File: src/rtl/regbus_xbar_pkg.sv
package regbus_xbar_pkg;

  localparam int unsigned BYTE_BITS = 8;

  // legal slave width: power of two, at least one byte, not above master
  function automatic bit width_ok(int unsigned sdw, int unsigned mw);
    return (sdw >= BYTE_BITS) && (sdw <= mw) && ((sdw & (sdw - 1)) == 0);
  endfunction

  function automatic bit base_aligned(longint unsigned b, int unsigned l);
    longint unsigned m;
    m = (64'd1 << l) - 64'd1;
    return (b & m) == 64'd0;
  endfunction

  function automatic bit spans_overlap(longint unsigned b0, int unsigned l0,
                                       longint unsigned b1, int unsigned l1);
    longint unsigned e0;
    longint unsigned e1;
    e0 = b0 + (64'd1 << l0);
    e1 = b1 + (64'd1 << l1);
    return (b0 < e1) && (b1 < e0);
  endfunction

endpackage

File: src/rtl/regbus_xbar_resync.sv
module regbus_xbar_resync #(
  parameter int W = 1
) (
  input  logic         clk,
  input  logic         rst_n,
  input  logic [W-1:0] d,
  output logic [W-1:0] q
);

  logic [W-1:0] st1_q, st2_q;
  logic [W-1:0] st1_d, st2_d;
  logic         adv_en;

  always_comb begin
    adv_en = 1'b1;
    st1_d  = d;
    st2_d  = st1_q;
  end

  always_ff @(posedge clk or negedge rst_n) begin
    if (!rst_n) begin
      st1_q <= '0;
      st2_q <= '0;
    end else if (adv_en) begin
      st1_q <= st1_d;
      st2_q <= st2_d;
    end
  end

  assign q = st2_q;

endmodule

File: src/rtl/regbus_xbar_decode.sv
module regbus_xbar_decode #(
  parameter int                NS       = 3,
  parameter int                AW       = 16,
  parameter logic [NS*AW-1:0]  SLV_BASE = '0,
  parameter logic [NS*8-1:0]   SLV_SZL  = '0
) (
  input  logic          m_sel,
  input  logic [AW-1:0] m_addr,
  output logic [NS-1:0] hit,
  output logic          miss
);

  localparam logic [AW-1:0] ONE = {{(AW-1){1'b0}}, 1'b1};

  for (genvar i = 0; i < NS; i++) begin : g_slot
    localparam int            SZL     = int'(SLV_SZL[i*8 +: 8]);
    localparam logic [AW-1:0] BASE    = SLV_BASE[i*AW +: AW];
    localparam logic [AW-1:0] HI_MASK = ~((ONE << SZL) - ONE);
    assign hit[i] = m_sel && ((m_addr & HI_MASK) == BASE);
  end

  assign miss = m_sel && (hit == '0);

endmodule

File: src/rtl/regbus_xbar_lane.sv
module regbus_xbar_lane #(
  parameter int AW  = 16,
  parameter int MW  = 32,
  parameter int SAW = 8,
  parameter int SZL = 6,
  parameter int SDW = 32
) (
  input  logic [AW-1:0]  m_addr,
  input  logic [MW-1:0]  m_wdata,
  input  logic [MW-1:0]  raw_rdata,
  output logic [SAW-1:0] s_addr,
  output logic [MW-1:0]  s_wdata,
  output logic [MW-1:0]  lane_rdata
);

  localparam int            MSH      = $clog2(MW / 8);
  localparam int            SSH      = $clog2(SDW / 8);
  localparam logic [AW-1:0] A_ONE    = {{(AW-1){1'b0}}, 1'b1};
  localparam logic [AW-1:0] OFF_MASK = (A_ONE << SZL) - A_ONE;
  localparam logic [MW-1:0] D_ONE    = {{(MW-1){1'b0}}, 1'b1};
  localparam logic [MW-1:0] LANES    = (SDW >= MW) ? {MW{1'b1}}
                                                   : ((D_ONE << SDW) - D_ONE);

  logic [AW-1:0] offset, word_idx, unit_addr;

  always_comb begin
    offset     = m_addr & OFF_MASK;
    word_idx   = offset >> MSH;
    unit_addr  = word_idx << SSH;
    s_addr     = unit_addr[SAW-1:0];
    s_wdata    = m_wdata & LANES;
    lane_rdata = raw_rdata & LANES;
  end

endmodule

File: src/rtl/regbus_xbar.sv
module regbus_xbar
  import regbus_xbar_pkg::*;
#(
  parameter int               NS        = 3,
  parameter int               AW        = 16,
  parameter int               MW        = 32,
  parameter int               SAW       = 8,
  parameter logic [NS*AW-1:0] SLV_BASE  = {16'h0200, 16'h0100, 16'h0000},
  parameter logic [NS*8-1:0]  SLV_SZL   = {8'd6, 8'd6, 8'd6},
  parameter logic [NS*8-1:0]  SLV_DW    = {8'd16, 8'd8, 8'd32},
  parameter logic [NS-1:0]    SLV_ASYNC = 3'b100
) (
  input  logic             clk,
  input  logic             rst_n,
  input  logic             m_sel,
  input  logic             m_read,
  input  logic [AW-1:0]    m_addr,
  input  logic [MW-1:0]    m_wdata,
  output logic [MW-1:0]    m_rdata,
  output logic             m_dtack,
  output logic             m_irq,
  output logic [NS-1:0]    s_sel,
  output logic             s_read,
  output logic [NS*SAW-1:0] s_addr,
  output logic [NS*MW-1:0] s_wdata,
  input  logic [NS*MW-1:0] s_rdata,
  input  logic [NS-1:0]    s_dtack,
  input  logic [NS-1:0]    s_irq
);

  // ---------------- elaboration-time configuration check ----------------
  function automatic bit cfg_legal();
    bit ok;
    ok = width_ok(MW, MW) && (SAW <= AW);
    for (int i = 0; i < NS; i++) begin
      if (!width_ok(int'(SLV_DW[i*8 +: 8]), MW)) ok = 1'b0;
      if (int'(SLV_SZL[i*8 +: 8]) >= AW) ok = 1'b0;
      if (!base_aligned(longint'(SLV_BASE[i*AW +: AW]), int'(SLV_SZL[i*8 +: 8])))
        ok = 1'b0;
      for (int j = i + 1; j < NS; j++) begin
        if (spans_overlap(longint'(SLV_BASE[i*AW +: AW]), int'(SLV_SZL[i*8 +: 8]),
                          longint'(SLV_BASE[j*AW +: AW]), int'(SLV_SZL[j*8 +: 8])))
          ok = 1'b0;
      end
    end
    return ok;
  endfunction

  localparam bit CFG_OK = cfg_legal();

  if (!CFG_OK) begin : g_cfg_bad
    $error("regbus_xbar: overlapping, misaligned or over-wide slave configuration");
  end

  // ---------------- reset: asynchronous assert, synchronous release -------
  logic rst_ok;

  regbus_xbar_resync #(.W(1)) u_rst_sync (
    .clk   (clk),
    .rst_n (rst_n),
    .d     (1'b1),
    .q     (rst_ok)
  );

  // ---------------- address decode ----------------------------------------
  logic miss;

  regbus_xbar_decode #(
    .NS       (NS),
    .AW       (AW),
    .SLV_BASE (SLV_BASE),
    .SLV_SZL  (SLV_SZL)
  ) u_decode (
    .m_sel  (m_sel),
    .m_addr (m_addr),
    .hit    (s_sel),
    .miss   (miss)
  );

  assign s_read = m_read;

  // ---------------- per-slave adaptation and return path ------------------
  logic [NS*MW-1:0] lane_rdata;
  logic [NS-1:0]    ret_dtack;
  logic [NS-1:0]    ret_irq;

  for (genvar i = 0; i < NS; i++) begin : g_slv
    regbus_xbar_lane #(
      .AW  (AW),
      .MW  (MW),
      .SAW (SAW),
      .SZL (int'(SLV_SZL[i*8 +: 8])),
      .SDW (int'(SLV_DW[i*8 +: 8]))
    ) u_lane (
      .m_addr     (m_addr),
      .m_wdata    (m_wdata),
      .raw_rdata  (s_rdata[i*MW +: MW]),
      .s_addr     (s_addr[i*SAW +: SAW]),
      .s_wdata    (s_wdata[i*MW +: MW]),
      .lane_rdata (lane_rdata[i*MW +: MW])
    );

    if (SLV_ASYNC[i]) begin : g_hard
      logic [1:0] hq;
      regbus_xbar_resync #(.W(2)) u_ret_sync (
        .clk   (clk),
        .rst_n (rst_ok),
        .d     ({s_dtack[i], s_irq[i]}),
        .q     (hq)
      );
      assign ret_dtack[i] = hq[1];
      assign ret_irq[i]   = hq[0];
    end else begin : g_direct
      assign ret_dtack[i] = s_dtack[i];
      assign ret_irq[i]   = s_irq[i];
    end
  end

  // ---------------- internal default responder ----------------------------
  logic dflt_d, dflt_q, dflt_en;

  always_comb begin
    dflt_d  = miss;
    dflt_en = dflt_d ^ dflt_q;
  end

  always_ff @(posedge clk or negedge rst_ok) begin
    if (!rst_ok) begin
      dflt_q <= 1'b0;
    end else if (dflt_en) begin
      dflt_q <= dflt_d;
    end
  end

  // ---------------- OR merge toward master --------------------------------
  logic [MW-1:0] rd_or;
  logic          ack_or, irq_or;

  always_comb begin
    rd_or  = '0;
    ack_or = dflt_q;
    irq_or = 1'b0;
    for (int i = 0; i < NS; i++) begin
      rd_or  = rd_or | lane_rdata[i*MW +: MW];
      ack_or = ack_or | ret_dtack[i];
      irq_or = irq_or | ret_irq[i];
    end
  end

  assign m_rdata = rd_or;
  assign m_dtack = ack_or && rst_ok;
  assign m_irq   = irq_or && rst_ok;

endmodule

File: config.mk
export PLATFORM = sky130hd
export DESIGN_NAME = regbus_xbar
export DESIGN_NICKNAME = d
export VERILOG_FILES = /design/src/rtl/regbus_xbar_pkg.sv /design/src/rtl/regbus_xbar_resync.sv /design/src/rtl/regbus_xbar_decode.sv /design/src/rtl/regbus_xbar_lane.sv /design/src/rtl/regbus_xbar.sv
export SDC_FILE = /design/constraint.sdc
export NUM_CORES = 1
export LEC_CHECK = 0
export ABC_AREA = 0
export BUFFER_PORTS_ARGS = -buffer_cell sky130_fd_sc_hd__buf_2
export CAP_MARGIN = 40
export CORE_AREA = 5 5 118 120
export CTS_BUF_LIST = sky130_fd_sc_hd__clkbuf_8
export CTS_CLUSTER_SIZE = 28
export DETAILED_ROUTE_END_ITERATION = 7
export DIE_AREA = 0 0 123 125
export PLACE_DENSITY = 0.52
export SETUP_SLACK_MARGIN = 0.3
export SLEW_MARGIN = 40
export SYNTH_ARGS = -nofsm -noshare
export SYNTH_HDL_FRONTEND = slang
export SYNTH_SLANG_ARGS = --single-unit
export TNS_END_PERCENT = 50
File: constraint.sdc
create_clock -name clk -period 2.13 [get_ports clk]
set_input_delay 0.213 -clock clk [delete_from_list [all_inputs] [get_ports clk]]
set_output_delay 0.213 -clock clk [all_outputs]
set_load 0.005 [all_outputs]
=== Word-level counts from Yosys, hierarchy flattened ===
Index checks and enable logic that the tools add are counted.

* Register bits after elaboration: 7
* Output and inout port bits: 158

* Eq/ne operators: 2
* Bitwise operators: 8
* Reduce and logical (&&, ||, !) cells: 8

{| class="wikitable"
|+ Operators with widths
! cell !! number
|-
| $or 32x16->32 || 1
|-
| $or 32x8->32 || 1
|-
| $logic_not 16->1 || 1
|-
| $eq 10x3->1 const B || 1
|-
| $eq 10x4->1 const B || 1
|-
| $logic_and 1x1->1 || 6
|-
| $or 1x1->1 || 5
|-
| $logic_not 3->1 || 1
|-
| $xor 1x1->1 || 1
|}

=== Longest topological paths before layout ===
Gate-level depths: netlist of run 1.

* Depth after elaboration: 5
* Mapped depth: 2

=== Cells and area by module ===
Synthesis of run 1 repeated with hierarchy kept, for this count alone.

* Cells, all modules: 274
* Area, all modules: 2120.8 µm²

{| class="wikitable"
|+ Modules (own cells, without submodules)
! module !! times used !! cells each !! area each (µm²) !! seq. area each (µm²)
|-
| regbus_xbar_lane || 3 || 73 || 544.3 || 0.0
|-
| regbus_xbar || 1 || 38 || 260.2 || 25.0
|-
| regbus_xbar_resync (g_slv[2].g_hard.u_ret_sync) || 1 || 4 || 100.1 || 100.1
|-
| regbus_xbar_decode || 1 || 11 || 77.6 || 0.0
|-
| regbus_xbar_resync (u_rst_sync) || 1 || 2 || 50.0 || 50.0
|}

=== Least setup slack after synthesis of run 1 ===
Ideal clock, no wire load.

* Path type: input to output
* From: input port m_addr[13]
* To: output port s_sel[1]
* Arrival: 1.074 ns
* Slack: 0.843 ns
* Stages: 2
* Path buffers: 0
* Cell sequence: or4_4 nor4_1

* Cells in the longest elaborated chain, start to end: 2

{| class="wikitable"
|+ Ends and longest elaborated chain
! element !! RTL line !! text
|-
| start, declared || regbus_xbar.sv:17 || <nowiki>input logic [AW-1:0] m_addr,</nowiki>
|-
| $eq 10x3->1 || regbus_xbar_decode.sv:19 || <nowiki>assign hit[i] = m_sel && ((m_addr & HI_MASK) == BASE);</nowiki>
|-
| $logic_and 1x1->1 || regbus_xbar_decode.sv:19 ||
|-
| end, declared || regbus_xbar.sv:22 || <nowiki>output logic [NS-1:0] s_sel,</nowiki>
|}

No other way between the ends.

=== Worst setup path after layout of run 1 ===
Ends and elaborated chain as after synthesis.

==> summary.md, run 1 <==
STA puts the critical path data required time at 1920 ps. After layout, the minimum clock period comes to 1510 ps. Based on the critical path, the design can be clocked at up to 664 MHz.

In this run the static leakage power is 0.639 nW. Among the stages of the critical path, the cell type that occurs most often is sky130_fd_sc_hd__buf_2. Leaving out fill and tap cells, the most frequent cell in the layout is sky130_fd_sc_hd__buf_2. The clock transition time at the flip-flop clock pins of the worst setup and hold paths is 40 ps. The die height is 125 µm. The data arrival time of the worst path was 1290 ps. The leftover overflow at the end of global routing was 0; the power spent charging and discharging nets was 0.110 mW. The cell total after placement was 344; the worst slack after detailed placement was 604 ps. At the end of the flow, the number of nets in the layout was 328. Counting both buffers and inverters, the worst setup path holds a total of 2.

The number of search-and-repair iterations in the first detailed-routing pass was 4; the total CTS buffers was 3. The buffer depth of the longest clock path is 2. Clock sink count: 7.

For the global-route wire length before repair, the log shows 3880 µm. In the final routed layout, each cell accounts on average for 8.84 µm. The die boundary width was 123 µm. Compared with the post-synthesis result, the final layout area differs by -11.7%.

Entering global routing, the biggest net connects 8 pins. The number of instances in the synthesized netlist is 175. The combinational share of power was 0.261; the sequential element share of the synthesized area was 0.124. The run gives 1 as the count of H-tree levels built during CTS. For the number of failing hold endpoints at the final stage, the log shows 0. The logs give 0 for the final count of negative-setup-slack endpoints and 220 ps for the clock insertion delay at the later pin of the skew report. The max-slew violation count was 0; the count of state elements after synthesis was 7. TritonCTS built the clock tree.

The library cells used most frequently in the layout, excluding fill and tap cells, are sky130_fd_sc_hd__buf_2 (79), sky130_fd_sc_hd__conb_1 (53), sky130_fd_sc_hd__or2_2 (8), sky130_fd_sc_hd__or3_1 (8), sky130_fd_sc_hd__dfrtp_1 (7). The top-level I/O count was 312; the fraction of final layout cells with drive strength greater than 1 was 0.538. The count of inserted antenna diode cells is 0. The vias per cell was 2.34; the sequential group share of total power was 0.332.

For the number of warnings printed during yosys synthesis, the log shows 0. The average cell area after synthesis is 8.09 µm². The tools report the critical path endpoint category as a primary output. For the clock network fraction of design power, the log shows 0.407. Initial antenna violation count: 0. The critical path class is in2out. Clock tree synthesis selected as its root buffer the cell sky130_fd_sc_hd__clkbuf_8. Largest stage delay on the critical path: 550 ps. The detailed router placed 815 vias in this run. The number of different library cells in the post-synthesis netlist was 14. The tools report the first-iteration detailed-routing DRC count as 13. The wire-length estimate of the detail-placed layout is 2820 µm. The tools report the die outline area as 15400 µm². Maximum VDD drop: 0.255 mV. The tools report the number of global-route vias before repair as 769.

In the routed design, unresolved DRC markers number 0. The core region is 12900 µm². Family of cells with the greatest summed delay on the critical path: simple AND/OR/NAND/NOR gates. Kind of launch point of the worst setup path: a primary input. The post-CTS resize count is 0. Once the clock tree was built, the setup fixing pass inserted 0 buffers.

The fraction of power spent switching nets was 0.252; the combined area of all synthesized cells was 1420 µm². In this run the power density over the cells is 349 nW/µm². Final weighted congestion of routability-driven global placement: 0.646. For this block, the routed nets add up to 3090 µm of wire. The logs give 0 for the remaining antenna violation count and 0 ps for the post-route setup TNS. Setup repair after global routing left no endpoint under its margin. The max-cap check violation count was 0. The ratio of final minimum period to clock period works out to 0.707. Of all nets on the critical path, the largest fanout is 4.

The signal on the critical path passes through buf_2, or4_4, nor4_1, buf_2. The filler cells instantiated in the layout total 1531. After floorplanning, the core was divided into 42 placement rows. The slowest stage of the critical path is the sky130_fd_sc_hd__or4_4 cell.

The flow ran to the end, and the final reports show no timing, DRC or antenna violations. The initial standard-cell utilization of the core was 0.110. The clock arrives with 3.89 ps of skew. The finished layout holds 349 standard cells, fillers aside. The design internal power is 0.326 mW, and the number of port buffers is 79. The worst min-delay path class was in2reg. The smallest setup slack after layout was 624 ps.

Hold is met by 102 ps. The run gives 0.0328 as the overall fraction of global-route tracks in use.
-- state kept, by name (all words and copies together), names as in the netlist --
register,flops
dflt_q,1
g_slv.g_hard.u_ret_sync.q,2
g_slv.g_hard.u_ret_sync.st1_q,2
u_rst_sync.q,1
u_rst_sync.st1_q,1
-- metrics by stage --
| stage | area, µm² | util | power (mW) |
|---|---|---|---|
| global route | 1250 | 0.0971 | 0.465 |
| floorplan | 1610 | - | 0.386 |
| finish | 1250 | 0.0971 | 0.436 |
| detailed placement | 1190 | 0.0928 | 0.257 |
| CTS | 1250 | 0.0971 | 0.443 |
| global placement | 1190 | 0.0928 | 0.256 |
-- cell usage after synthesis --
library cell                 n  area, µm²
sky130_fd_sc_hd__buf_4     137       1030
sky130_fd_sc_hd__or2_2       8       50.1
sky130_fd_sc_hd__or3_1       8       50.1
sky130_fd_sc_hd__dfrtp_1     7        175
sky130_fd_sc_hd__conb_1      2       7.51
sky130_fd_sc_hd__nand2b_1    2       12.5
sky130_fd_sc_hd__nor4_1      2       12.5
sky130_fd_sc_hd__o31a_1      2       17.5
sky130_fd_sc_hd__or4_4       2       22.5
sky130_fd_sc_hd__and2_1      1       6.26
sky130_fd_sc_hd__inv_1       1       3.75
sky130_fd_sc_hd__nor2_1      1       3.75
sky130_fd_sc_hd__nor4b_2     1       15.0
sky130_fd_sc_hd__o41a_1      1       11.3
-- power groups by stage --
stage	Clock [mW]	Combinational, mW	Sequential [mW]
2_1_floorplan	0	0.241	0.145
3_3_place_gp	0	0.110	0.147
3_5_place_dp	0	0.111	0.147
4_1_cts	0.186	0.112	0.145
5_1_grt	0.188	0.130	0.146
6_report	0.178	0.114	0.145
-- per-layer routing --
metal  vias to the layer above  wire (µm)  global-route usage
li1                        354          -                   -
met1                       321        666              0.0230
met2                        94       1420              0.0511
met3                        46        706              0.0199
met4                         0        290              0.0443
met5                         -          0                   0
-- what timing repair did --
action                                  4_1_cts  5_1_grt
endpoints found under the setup margin        0        0
endpoints found under the hold margin         2        0
hold buffers                                  1        0
-- cell families (layout without fill, tap and decap cells) --
kind of cell / count (synthesis) / count (layout) / synth area share
flops: 7 / 7 / 0.124
compound gates: 3 / 3 / 0.0203
buf+inv: 138 / 85 / 0.729
simple gates: 25 / 25 / 0.122
other cells: 2 / 53 / 0.00530
-- final timing paths --
check	endpoint	cells past startpoint	startpoint	slack, ps
max	s_sel[1]	4	m_addr[13]	620
min	g_slv[2].g_hard.u_ret_sync.st1_q[1]	1	s_dtack[2]	100
max reg2reg	u_rst_sync.q	0	u_rst_sync.st1_q	1660
min reg2reg	dflt_q	0	u_rst_sync.q	110
max in group asynchronous	u_rst_sync.st1_q	2	rst_n	1720
min in group asynchronous	dflt_q	0	u_rst_sync.q	110
-- cell type report --
| class | instances | area, µm² | area share |
|---|---|---|---|
| repair buffers | 80 | 405 | 0.324 |
| multi-input cells | 81 | 400 | 0.320 |
| well taps | 176 | 220 | 0.176 |
| flip-flops and latches | 7 | 175 | 0.140 |
| clock buffers | 3 | 41.3 | 0.0330 |
| clock inverters | 1 | 3.75 | 0.00300 |
| inverters | 1 | 3.75 | 0.00300 |
(Power assumes the default switching activity.)
==> inputs of run 2 (changes only) <==
--- a/config.mk
+++ b/config.mk
@@ -5,7 +5,7 @@
 export SDC_FILE = /design/constraint.sdc
 export NUM_CORES = 1
 export LEC_CHECK = 0
-export ABC_AREA = 0
+export ABC_AREA = 1
 export BUFFER_PORTS_ARGS = -buffer_cell sky130_fd_sc_hd__buf_2
 export CAP_MARGIN = 40
 export CORE_AREA = 5 5 118 120
@@ -13,7 +13,7 @@
 export CTS_CLUSTER_SIZE = 28
 export DETAILED_ROUTE_END_ITERATION = 7
 export DIE_AREA = 0 0 123 125
-export PLACE_DENSITY = 0.52
+export PLACE_DENSITY = 0.53
 export SETUP_SLACK_MARGIN = 0.3
 export SLEW_MARGIN = 40
 export SYNTH_ARGS = -nofsm -noshare
==> constraint.sdc (replaced) <==
create_clock -name clk -period 1.24 [get_ports clk]
set_input_delay 0.124 -clock clk [delete_from_list [all_inputs] [get_ports clk]]
set_output_delay 0.124 -clock clk [all_outputs]
set_load 0.005 [all_outputs]
==> run 2 against run 1 <==
Effect of this change:
- sequential share of layout area is 0.22 points lower
- synthesized area barely moved
- sequential power up 69%
- clock-buffer cell count did not move
- global-route usage fell by 0.21 points
- cell area is 1.6% higher
- sequential cell count stayed put
- non-clock buffer count grew 1
- worst hold slack lost 94 ps
- first-iteration DRC count up 15%
- critical path type is now reg2out
==> summary.md, run 2 <==
The count of state elements after synthesis is 7 (unchanged). The clock network fraction of design power was 0.406 (about the same); the remaining antenna violation count was 0 (unchanged). The number of failing hold endpoints at the final stage was 0 (unchanged); the largest net degree at the start of global routing was 6 (-2). For the count of H-tree levels built during CTS, the log shows 1 (unchanged).

The reg-to-reg setup timing slack is 770 ps (-890 ps). The library cells used most frequently in the layout, excluding fill and tap cells, are sky130_fd_sc_hd__buf_2 (79), sky130_fd_sc_hd__conb_1 (53), sky130_fd_sc_hd__nor2_1 (8), sky130_fd_sc_hd__or2_2 (8), sky130_fd_sc_hd__or3_1 (8). The clock transition time at the flip-flop clock pins of the worst setup and hold paths was 40 ps (about the same); the final critical delay including setup and external delays was 1000 ps. The logs give 230 ps (about the same) for the clock insertion delay at the later pin of the skew report and 341 (+4.0%) for the net total in the final layout. The critical path class is reg2out. The overall fraction of global-route tracks in use was 0.0308 (-0.00206). The flow ran to the end, and the final reports show no timing, DRC or antenna violations. The logs give 0 (unchanged) for the max-cap check violation count and 859 (+5.4%) for the via count. The fraction of registers with async set/reset came out at 1.00 (unchanged). The ratio of final minimum period to clock period was 0.807. The tools report the final weighted congestion of routability-driven global placement as 0.632 (-2.2%). The adder and majority gate portion of the synthesized area is 0 (unchanged), and the sequential element share of the synthesized area is 0.124 (about the same). The dominant combinational cell family by area after synthesis is buffers and inverters. The power density normalized to cell area came out at 597 nW/µm² (+71%).

Setup repair after global routing could not meet its margin everywhere. The number of enable flip-flop cells after synthesis works out to 0 (unchanged). The number of warnings printed during yosys synthesis was 0 (unchanged); the number of global-route vias before repair was 837 (+8.8%).

The worst path required time was 1120 ps (-800 ps); the number of DRC violations after detailed routing was 0 (unchanged). The area share of the largest cell type after synthesis was 0.727 (about the same). The logs give 3770 µm (-2.8%) for the global-route wire length before repair and 0 ps (unchanged) for the post-route setup TNS. The data arrival time of the worst path is 880 ps (-410 ps). The commonest cells after synthesis are sky130_fd_sc_hd__buf_4 (137), sky130_fd_sc_hd__nor2_1 (10), sky130_fd_sc_hd__or2_2 (8), sky130_fd_sc_hd__or3_1 (8), sky130_fd_sc_hd__dfrtp_1 (7). Post-CTS setup repair buffer count: 0 (unchanged). By area the synthesized netlist is led by sky130_fd_sc_hd__buf_4 (73%), sky130_fd_sc_hd__dfrtp_1 (12%), sky130_fd_sc_hd__or2_2 (3.5%), sky130_fd_sc_hd__or3_1 (3.5%), sky130_fd_sc_hd__nor2_1 (2.7%). The reg-to-reg startpoint was u_rst_sync.st1_q. The run gives 2680 µm (-4.7%) as the detailed placer's ending HPWL. The min-delay analysis places its worst path in the category in2reg.

For this run, the top clock speed supported by timing is 999 MHz. TritonCTS built the clock tree. The predominant post-synthesis flop cell is sky130_fd_sc_hd__dfrtp_1. The run gives 1420 µm² (about the same) as the combined area of all synthesized cells. Die boundary width: 123 µm (unchanged). For the post-route met1 wirelength, the log shows 642 µm (-3.6%). The compound-cell area share of the yosys netlist was 0.00707 (-0.0132); the area of the core was 12900 µm² (unchanged). For the sum of met3 wire segment lengths after detailed routing, the log shows 682 µm (-3.4%). The tools report the die outline area as 15400 µm² (unchanged). The number of search-and-repair iterations in the first detailed-routing pass was 3 (-1); the buffer depth of the longest clock path was 2 (unchanged). The largest fanout on the critical path was 1 (-3). The static leakage was 0.668 nW (+4.6%); the max-slew violation count was 0 (unchanged). The design internal power is 0.561 mW (+72%). The family of cells with the greatest summed delay on the critical path is flip-flops. The highest metal layer carrying signal wires in the routed design is met4. The area added between synthesis and finish is -10.3%. The largest stage delay on the critical path works out to 350 ps (-200 ps).

The total power is 0.758 mW (+74%), and the floorplan row count is 42 (unchanged). The portion of netlist area occupied by mux cells is 0 (unchanged). The root buffer cell is sky130_fd_sc_hd__clkbuf_8.

The maximum VDD drop is 0.466 mV (+83%), and the simple logic cell fraction of the synthesized area is 0.124 (+0.00188). Kind of launch point of the worst setup path: a flip-flop. The tools report the total CTS buffers as 3 (unchanged). The most critical setup path has its startpoint at g_slv[2].g_hard.u_ret_sync.q[1]. Most frequent cell after synthesis: sky130_fd_sc_hd__buf_4.

The final setup skew is 3.70 ps (-0.188 ps). The most common cell after layout, fill and taps aside was sky130_fd_sc_hd__buf_2. The final count of negative-setup-slack endpoints was 0 (unchanged).

The vias per cell was 2.37 (+1.6%). The logs give 0.323 (-0.009) for the sequential group share of total power and 187 (+6.9%) for the number of instances in the synthesized netlist. The fraction of power spent switching nets was 0.260 (+0.00844). The combinational share of power came out at 0.271 (+0.010). The average cell area after synthesis was 7.57 µm² (-6.5%); the die height was 125 µm (unchanged). The leftover overflow at the end of global routing is 0 (unchanged), and the area share of xor/xnor cells in the synthesized design is 0 (unchanged). Initial standard-cell utilization of the core: 0.110 (about the same). The startpoint identified for the worst hold timing path is s_dtack[2]. Traced cell by cell, the critical path runs through nor2_1, a21oi_2, buf_2. Number of different library cells in the post-synthesis netlist: 13 (-1). For the routed wire length on met2, the log shows 1290 µm (-9.0%). The power spent charging and discharging nets is 0.198 mW (+80%).

The routed length per instance was 8.29 µm (-6.2%); the first-iteration detailed-routing DRC count was 15 (+2). For the top-level I/O count, the log shows 312 (unchanged). The number of port buffers is 79 (unchanged).

For this design, the slowest cell found on the critical path is sky130_fd_sc_hd__dfrtp_1. The count of inserted antenna diode cells was 0 (unchanged); the initial antenna violation count was 0 (unchanged). The clock sink count is 7 (unchanged). Top cell type by total area after synthesis: sky130_fd_sc_hd__buf_4. The fraction of final layout cells with drive strength greater than 1 came out at 0.522 (-0.0161). The number of buffers and inverters on the critical path came out at 1 (-1). Critical path endpoint category: a primary output.

The post-detailed-routing wire length is 3000 µm (-2.7%).
-- run 2: cell types whose count changed in the layout (fill, tap and decap cells not counted), sizes merged, moves of 2 or more --
| cell | change |
|---|---|
| o31a | -2 |
| nand3 | +3 |
| nand2 | +3 |
| nor2 | +10 |
| nor4 | -2 |
| a21oi | +2 |
| nand2b | -2 |
| or4 | -2 |
| inv | +4 |
-- run 2: final cells by class --
type | instances | area, µm²
clock buffer | 3 | 41.3
timing repair buffer | 81 | 413
clock inverter | 1 | 3.75
multi-input combinational | 89 | 398
sequential | 7 | 175
tap | 176 | 220
inverter | 5 | 18.8
fill | 1523 | 11600
-- run 2: per-layer routing --
metal,up-vias,GRT usage
met5,-,0
met3,49,0.0136
met4,0,0.0502
met2,102,0.0499
met1,331,0.0194
li1,377,-
-- run 2: cells by family (layout without fill, tap and decap cells) --
kind of cell / Yosys count / after routing
other: 2 / 53
AO/OA/AOI/OAI: 2 / 2
flip-flops: 7 / 7
buffers and inverters: 142 / 90
AND/OR/NAND/NOR: 34 / 34
-- run 2: power groups by stage --
stage	combinational [mW]	clock [mW]	sequential, mW
floorplan	0.414	0	0.249
global placement	0.196	0	0.248
detailed placement	0.198	0	0.248
CTS	0.204	0.321	0.245
global route	0.238	0.336	0.246
finish	0.205	0.308	0.245
-- run 2: what timing repair did --
action,CTS,global route
pin swaps,0,1
endpoints found under the hold margin,2,0
endpoints found under the setup margin,5,5
gates resized for setup,3,1
hold buffers,1,0
-- run 2: path summary, 6_finish.rpt --
path	to	depth (start not counted)
max in group asynchronous	u_rst_sync.st1_q	2
min in group asynchronous	g_slv[2].g_hard.u_ret_sync.q[0]	1
worst max-delay path	m_dtack	3
worst max register to register	u_rst_sync.q	0
worst min register to register	g_slv[2].g_hard.u_ret_sync.q[0]	1
worst min-delay path	g_slv[2].g_hard.u_ret_sync.st1_q[1]	1
-- run 2: per-stage QoR --
stage | setup WS, ps | hold WS [ps] | utilization | instance area, µm² | std cells
2_1_floorplan | 488 | -172 | - | 1610 | 238
3_3_place_gp | 219 | -88.9 | 0.0933 | 1200 | 357
3_5_place_dp | 220 | -86.3 | 0.0933 | 1200 | 357
4_1_cts | 215 | 1.43 | 0.0984 | 1270 | 362
5_1_grt | 172 | 2.24 | 0.0986 | 1270 | 362
6_report | 239 | 7.53 | 0.0986 | 1270 | 362
